==> src/rtl/xroad_pkg.sv <==
package xroad_pkg;
  // Phase codes: bit0 = farm road owns the crossing, bit1 = yellow warning
  typedef enum logic [1:0] {
    PH_HWY_GO    = 2'b00,
    PH_HWY_WARN  = 2'b10,
    PH_FARM_GO   = 2'b01,
    PH_FARM_WARN = 2'b11
  } phase_e;
endpackage

==> src/rtl/xroad_car_sync.sv <==
module xroad_car_sync #(
  parameter int STAGES = 2
) (
  input  logic clk,
  input  logic rst_n,
  input  logic din,
  output logic dout
);
  logic [STAGES-1:0] chain_q;

  generate
    if (STAGES == 1) begin : g_single
      always_ff @(posedge clk) begin
        if (!rst_n) chain_q <= '0;
        else        chain_q <= din;
      end
    end else begin : g_multi
      always_ff @(posedge clk) begin
        if (!rst_n) chain_q <= '0;
        else        chain_q <= {chain_q[STAGES-2:0], din};
      end
    end
  endgenerate

  assign dout = chain_q[STAGES-1];
endmodule

==> src/rtl/xroad_interval_timer.sv <==
module xroad_interval_timer #(
  parameter int SHORT_CYC = 3,
  parameter int LONG_CYC  = 8
) (
  input  logic clk,
  input  logic rst_n,
  input  logic restart,
  output logic short_up,
  output logic long_up
);
  localparam int CW = $clog2(LONG_CYC + 1);
  localparam logic [CW-1:0] SHORT_V = CW'(SHORT_CYC);
  localparam logic [CW-1:0] LONG_V  = CW'(LONG_CYC);

  logic [CW-1:0] count_q;

  always_ff @(posedge clk) begin
    if (!rst_n)                count_q <= '0;
    else if (restart)          count_q <= '0;
    else if (count_q != LONG_V) count_q <= count_q + 1'b1;
  end

  assign short_up = (count_q >= SHORT_V);
  assign long_up  = (count_q >= LONG_V);

  initial begin
    if (LONG_CYC <= SHORT_CYC || SHORT_CYC < 1)
      $error("interval timer: need 1 <= SHORT_CYC < LONG_CYC");
  end

  p_clear_after_start_r7: assert property (@(posedge clk) disable iff (!rst_n)
    restart |=> (count_q == '0));
  p_long_implies_short_r8: assert property (@(posedge clk) disable iff (!rst_n)
    long_up |-> short_up);
  p_long_sticky_r8: assert property (@(posedge clk) disable iff (!rst_n)
    (long_up && !restart) |=> long_up);
endmodule

==> src/rtl/xroad_phase_ctrl.sv <==
module xroad_phase_ctrl
  import xroad_pkg::*;
#(
  parameter bit COUNTER_FORM = 1'b0
) (
  input  logic       clk,
  input  logic       rst_n,
  input  logic       car,
  input  logic       short_up,
  input  logic       long_up,
  output logic [1:0] phase_code,
  output logic       phase_start
);
  generate
    if (COUNTER_FORM) begin : g_counter
      // step 0..3 walks HWY_GO, HWY_WARN, FARM_GO, FARM_WARN in order
      logic [1:0] step_q;
      logic [3:0] advance;
      assign advance     = {short_up, (long_up | ~car), short_up, (long_up & car)};
      assign phase_start = advance[step_q];
      assign phase_code  = {step_q[0], step_q[1]};
      always_ff @(posedge clk) begin
        if (!rst_n)           step_q <= 2'd0;
        else if (phase_start) step_q <= step_q + 2'd1;
      end
    end else begin : g_case
      phase_e state_q, state_d;
      logic   go;
      always_comb begin
        state_d = state_q;
        go      = 1'b0;
        unique case (state_q)
          PH_HWY_GO:    if (car && long_up)   begin go = 1'b1; state_d = PH_HWY_WARN;  end
          PH_HWY_WARN:  if (short_up)         begin go = 1'b1; state_d = PH_FARM_GO;   end
          PH_FARM_GO:   if (!car || long_up)  begin go = 1'b1; state_d = PH_FARM_WARN; end
          PH_FARM_WARN: if (short_up)         begin go = 1'b1; state_d = PH_HWY_GO;    end
          default:                            begin go = 1'b0; state_d = PH_HWY_GO;    end
        endcase
      end
      always_ff @(posedge clk) begin
        if (!rst_n) state_q <= PH_HWY_GO;
        else        state_q <= state_d;
      end
      assign phase_code  = state_q;
      assign phase_start = go;
    end
  endgenerate

  p_start_moves_r6: assert property (@(posedge clk) disable iff (!rst_n)
    phase_start |=> (phase_code != $past(phase_code)));
  p_idle_holds_r6: assert property (@(posedge clk) disable iff (!rst_n)
    !phase_start |=> (phase_code == $past(phase_code)));
  p_hwy_exit_r2: assert property (@(posedge clk) disable iff (!rst_n)
    (phase_code == 2'b00 && phase_start) |-> (car && long_up));
  p_warn_exit_r3: assert property (@(posedge clk) disable iff (!rst_n)
    (phase_code == 2'b10 && short_up) |=> (phase_code == 2'b01));
  p_farm_exit_r4: assert property (@(posedge clk) disable iff (!rst_n)
    (phase_code == 2'b01 && (!car || long_up)) |-> phase_start);
  p_farm_warn_exit_r5: assert property (@(posedge clk) disable iff (!rst_n)
    (phase_code == 2'b11 && phase_start) |=> (phase_code == 2'b00));
endmodule

==> src/rtl/xroad_lamp_decode.sv <==
module xroad_lamp_decode (
  input  logic [1:0] phase_code,
  output logic       hw_green,
  output logic       hw_yellow,
  output logic       hw_red,
  output logic       fr_green,
  output logic       fr_yellow,
  output logic       fr_red
);
  logic farm_owns, warn;
  assign farm_owns = phase_code[0];
  assign warn      = phase_code[1];

  assign hw_green  = ~farm_owns & ~warn;
  assign hw_yellow = ~farm_owns &  warn;
  assign hw_red    =  farm_owns;
  assign fr_green  =  farm_owns & ~warn;
  assign fr_yellow =  farm_owns &  warn;
  assign fr_red    = ~farm_owns;
endmodule

==> src/rtl/xroad_signal_top.sv <==
module xroad_signal_top #(
  parameter int SHORT_CYC    = 3,
  parameter int LONG_CYC     = 8,
  parameter int SYNC_STAGES  = 2,
  parameter bit COUNTER_FORM = 1'b0
) (
  input  logic       clk,
  input  logic       rst_n,
  input  logic       car_raw,
  output logic [1:0] phase_code,
  output logic       phase_start,
  output logic       short_up,
  output logic       long_up,
  output logic       hw_green,
  output logic       hw_yellow,
  output logic       hw_red,
  output logic       fr_green,
  output logic       fr_yellow,
  output logic       fr_red
);
  logic car_s;

  xroad_car_sync #(.STAGES(SYNC_STAGES)) u_sync (
    .clk(clk), .rst_n(rst_n), .din(car_raw), .dout(car_s)
  );

  xroad_interval_timer #(.SHORT_CYC(SHORT_CYC), .LONG_CYC(LONG_CYC)) u_timer (
    .clk(clk), .rst_n(rst_n), .restart(phase_start),
    .short_up(short_up), .long_up(long_up)
  );

  xroad_phase_ctrl #(.COUNTER_FORM(COUNTER_FORM)) u_ctrl (
    .clk(clk), .rst_n(rst_n), .car(car_s),
    .short_up(short_up), .long_up(long_up),
    .phase_code(phase_code), .phase_start(phase_start)
  );

  xroad_lamp_decode u_lamps (
    .phase_code(phase_code),
    .hw_green(hw_green), .hw_yellow(hw_yellow), .hw_red(hw_red),
    .fr_green(fr_green), .fr_yellow(fr_yellow), .fr_red(fr_red)
  );

  p_one_hwy_lamp_r10: assert property (@(posedge clk) disable iff (!rst_n)
    $countones({hw_green, hw_yellow, hw_red}) == 1);
  p_one_farm_lamp_r10: assert property (@(posedge clk) disable iff (!rst_n)
    $countones({fr_green, fr_yellow, fr_red}) == 1);
  p_some_red_r10: assert property (@(posedge clk) disable iff (!rst_n)
    (hw_red || fr_red));
  p_sync_delay_r9: assert property (@(posedge clk) disable iff (!rst_n)
    (phase_code == 2'b00 && phase_start) |-> $past(car_raw, 2));
endmodule

==> config.mk <==
export PLATFORM = sky130hd
export DESIGN_NAME = xroad_signal_top
export DESIGN_NICKNAME = d
export VERILOG_FILES = /design/src/rtl/xroad_pkg.sv /design/src/rtl/xroad_car_sync.sv /design/src/rtl/xroad_interval_timer.sv /design/src/rtl/xroad_phase_ctrl.sv /design/src/rtl/xroad_lamp_decode.sv /design/src/rtl/xroad_signal_top.sv
export SDC_FILE = /design/constraint.sdc
export NUM_CORES = 1
export LEC_CHECK = 0
export BUFFER_PORTS_ARGS = -buffer_cell sky130_fd_sc_hd__buf_2
export CAP_MARGIN = 5
export CORE_AREA = 8 8 45 47
export DETAILED_ROUTE_END_ITERATION = 10
export DIE_AREA = 0 0 53 55
export SETUP_SLACK_MARGIN = 0.2
export SYNTH_ARGS = -nofsm -noshare
export SYNTH_HDL_FRONTEND = slang
export SYNTH_SLANG_ARGS = --single-unit
==> constraint.sdc <==
create_clock -name clk -period 1.5 [get_ports clk]
set_clock_uncertainty 0.2 [all_clocks]
set_input_delay 0.3 -clock clk [delete_from_list [all_inputs] [get_ports clk]]
set_output_delay 0.3 -clock clk [all_outputs]
set_load 0.02 [all_outputs]
==> impl_metrics.csv <==
group,metric,value,unit
status,status,"finished, violations left",
status,violations,"setup timing",
power_and_ir_drop,cellPowerDensity,806,nW/um^2
grt,use_met2,14.5,%
timing,whs,0.0566,ns
placed_design,port_buffers,13,
timing,max_freq,0.535,GHz
critical_path,crit_path_start_kind,"register",
synthesis,synth_area_per_cell,10.0,sq um
finish,drive_gt1_share,68.2,%
clocking,root_buffer,"clkbuf_4",
hold_path,hp-class,"in -> reg",
grt,grt.met3_usage,3.21,%
drt,viasPerCell,4.56,
clocking,cts_buffers,3,
synthesis,synth_cell_types,22,
grt,grt_pass1_vias,464,
timing,setup_viol,13,
synthesis,synth_seq_area_share,32.0,%
drt,antenna_left,0,
drt,num_vias,461,
critical_path,critPathKind,"reg -> out",
synthesis,yosys_warnings,0,
grt,busiest_layer,"met2",
synthesis,synth_edf_count,0,
timing,relSlewSlack,84.1,%
die,core-area,1380,sq um
timing,fin_ws,-0.369,ns
finish,diodes,0,
critical_path,critPathSlowestCell,"dfxtp_4",
finish,layout.nets,96,
timing,fin_crit,1.87,ns
finish,fin_util,69.2,%
critical_path,path_cells,"inv_6, ha_4, nor2b_4, o32ai_4, buf_6",
flow_run,drv_cap,0,
timing,slew_viol_final,0,
finish,multi_input_area,422,sq um
grt,track_usage,9.47,%
timing,rsz0062_at_grt,"yes",
power_and_ir_drop,vdd_drop_max,0.000563,V
clocking,cts_tree,"built",
clocking,h-tree-depth,1,
placed_design,dp_hpwl,882,um
clocking,holdBufCountCts,0,
grt,antenna_found_initial,0,
timing,worst_pin_slew,0.237,ns
placed_design,place.gp.congestion,0.796,
die,die_y,55,um
critical_path,endpoint_kind,"output pin",
die,row_count,14,
die,fp.dieArea,2920,sq um
clocking,cts_sinks,8,
finish,layout_common_cells,"buf_4 (15), buf_6 (14)",
hold_path,whs_path_depth,2,
grt,grt_pass1_wl,2040,um
clocking,clk_latency,0.25,ns
critical_path,cp.arrival,1.37,ns
synthesis,ys_seq_elements,8,
synthesis,syn_inst,50,
drt,drc,0,
finish,final_common_cell,"buf_4",
die,io_pins,14,
die,die_width,53,um
critical_path,rrSetupSlack,-0.21,ns
synthesis,synthesis.nets,60,
clocking,cts_buffer_depth,2,
drt,wl,1330,um
critical_path,cp.required,1.00,ns
timing,min_period_over_period,125,%
critical_path,max_stage_delay,0.40,ns
drt,wl_per_cell,13.1,um
finish,ff_latch_area,170,sq um
drt,drt_iter0_markers,2,
critical_path,reg2reg_depth,7,
die,start_util,36.2,%
drt,firstDrtPassIters,2,
clocking,path_clk_slew,0.05,ns
synthesis,syn_area,500,sq um
power_and_ir_drop,power_leakage,0.428,nW
grt,overflow,0,
synthesis,async_flop_share,0,%
grt,grt_max_degree,11,
finish,n_fill_cell,100,
synthesis,synth_ff_type,"dfxtp_1",
grt,grt.met1_usage,11.5,%
finish,area_growth,91.2,%
timing,timing.final.hold_violations,0,
critical_path,critPathMaxFanout,5,
## per-layer routing
layer	routed length, um	vias to the layer above
met2	629	8
met1	621	215
li1	-	236
met5	0	-
met3	67	2
met4	6	0
## logic make-up (layout without fill, tap and decap cells)
kind of cell               after synthesis  in the layout  share of synthesized area, %
AOI/OAI and AO/OA                        5              5                          10.3
xor gates and xnor gates                 3              3                          5.25
adders and majority gates                7              7                          17.5
buffers and inverters                    7             42                          7.25
DFF                                      8              8                          32.0
muxes                                    3              3                          6.00
and+or+nand+nor                         17             17                          21.7
## power by group
group | switching [mW] | leakage [nW] | internal, mW
logic | 0.146 | 0.345 | 0.193
clock network | 0.0760 | 0.0150 | 0.102
registers | 0.0234 | 0.0676 | 0.231
total | 0.245 | 0.428 | 0.526
## path summary, 6_finish.rpt
check	from	endpoint
min reg2reg	u_sync.chain_q[0]$_SDFF_PN0_	u_sync.chain_q[1]$_SDFF_PN0_
max	u_ctrl.phase_code[0]$_SDFFE_PN0P_	phase_start
max reg2reg	u_ctrl.phase_code[0]$_SDFFE_PN0P_	u_timer.count_q[2]$_SDFFE_PP0N_
min	car_raw	u_sync.chain_q[0]$_SDFF_PN0_
## metrics by stage
| stage | area, sq um | total power, mW | setup slack [ns] | instances | TNS, ns |
|---|---|---|---|---|---|
| finish | 957 | 0.771 | -0.369 | 101 | -2.16 |
| global placement | 732 | 0.491 | -0.153 | 91 | -0.596 |
| CTS | 852 | 0.707 | -0.365 | 96 | -1.71 |
| floorplan | 558 | 0.408 | -0.185 | 50 | -0.715 |
| detailed placement | 732 | 0.493 | -0.170 | 91 | -0.690 |
| global route | 957 | 0.820 | -0.426 | 101 | -2.90 |
## area by class of cell
class / count / area share [%]
clock buffers: 4 / 2.75
inverters: 5 / 3.01
multi-input cells: 35 / 44.1
flip-flops and latches: 8 / 17.8
well taps: 16 / 2.09
repair buffers: 33 / 30.3
## what timing repair did
| action | in CTS | in global routing |
|---|---|---|
| pin swaps | 2 | 3 |
| resized for setup | 23 | 14 |
| cloned | 0 | 0 |
| buffers inserted | 1 | 5 |
| setup endpoints to repair | 17 | 17 |
## cells in the mapped netlist, types with 2 or more instances
library cell / n / area (sq um)
dfxtp_1: 8 / 160
nand2_1: 4 / 15.0
xnor2_1: 2 / 17.5
nor2_1: 2 / 7.51
and2_1: 2 / 12.5
nor3b_1: 3 / 22.5
inv_1: 5 / 18.8
mux2i_1: 3 / 30.0
ha_1: 7 / 87.6
nor2b_1: 2 / 12.5
## worst max-delay path, delay by kind of cell (launching register included)
| family | cells | cell delay, ns |
|---|---|---|
| AND/OR/NAND/NOR | 1 | 0.13 |
| buffers and inverters | 2 | 0.21 |
| flip-flops | 1 | 0.40 |
| adder cells (fa/ha/maj) | 1 | 0.16 |
| AO/OA/AOI/OAI | 1 | 0.23 |
## sequential cells by signal, summed over array words and instances (netlist names)
signal             cells
u_timer.count_q        4
u_ctrl.phase_code      2
u_sync.chain_q         2
Note: power is estimated with default switching activity, not from simulation.
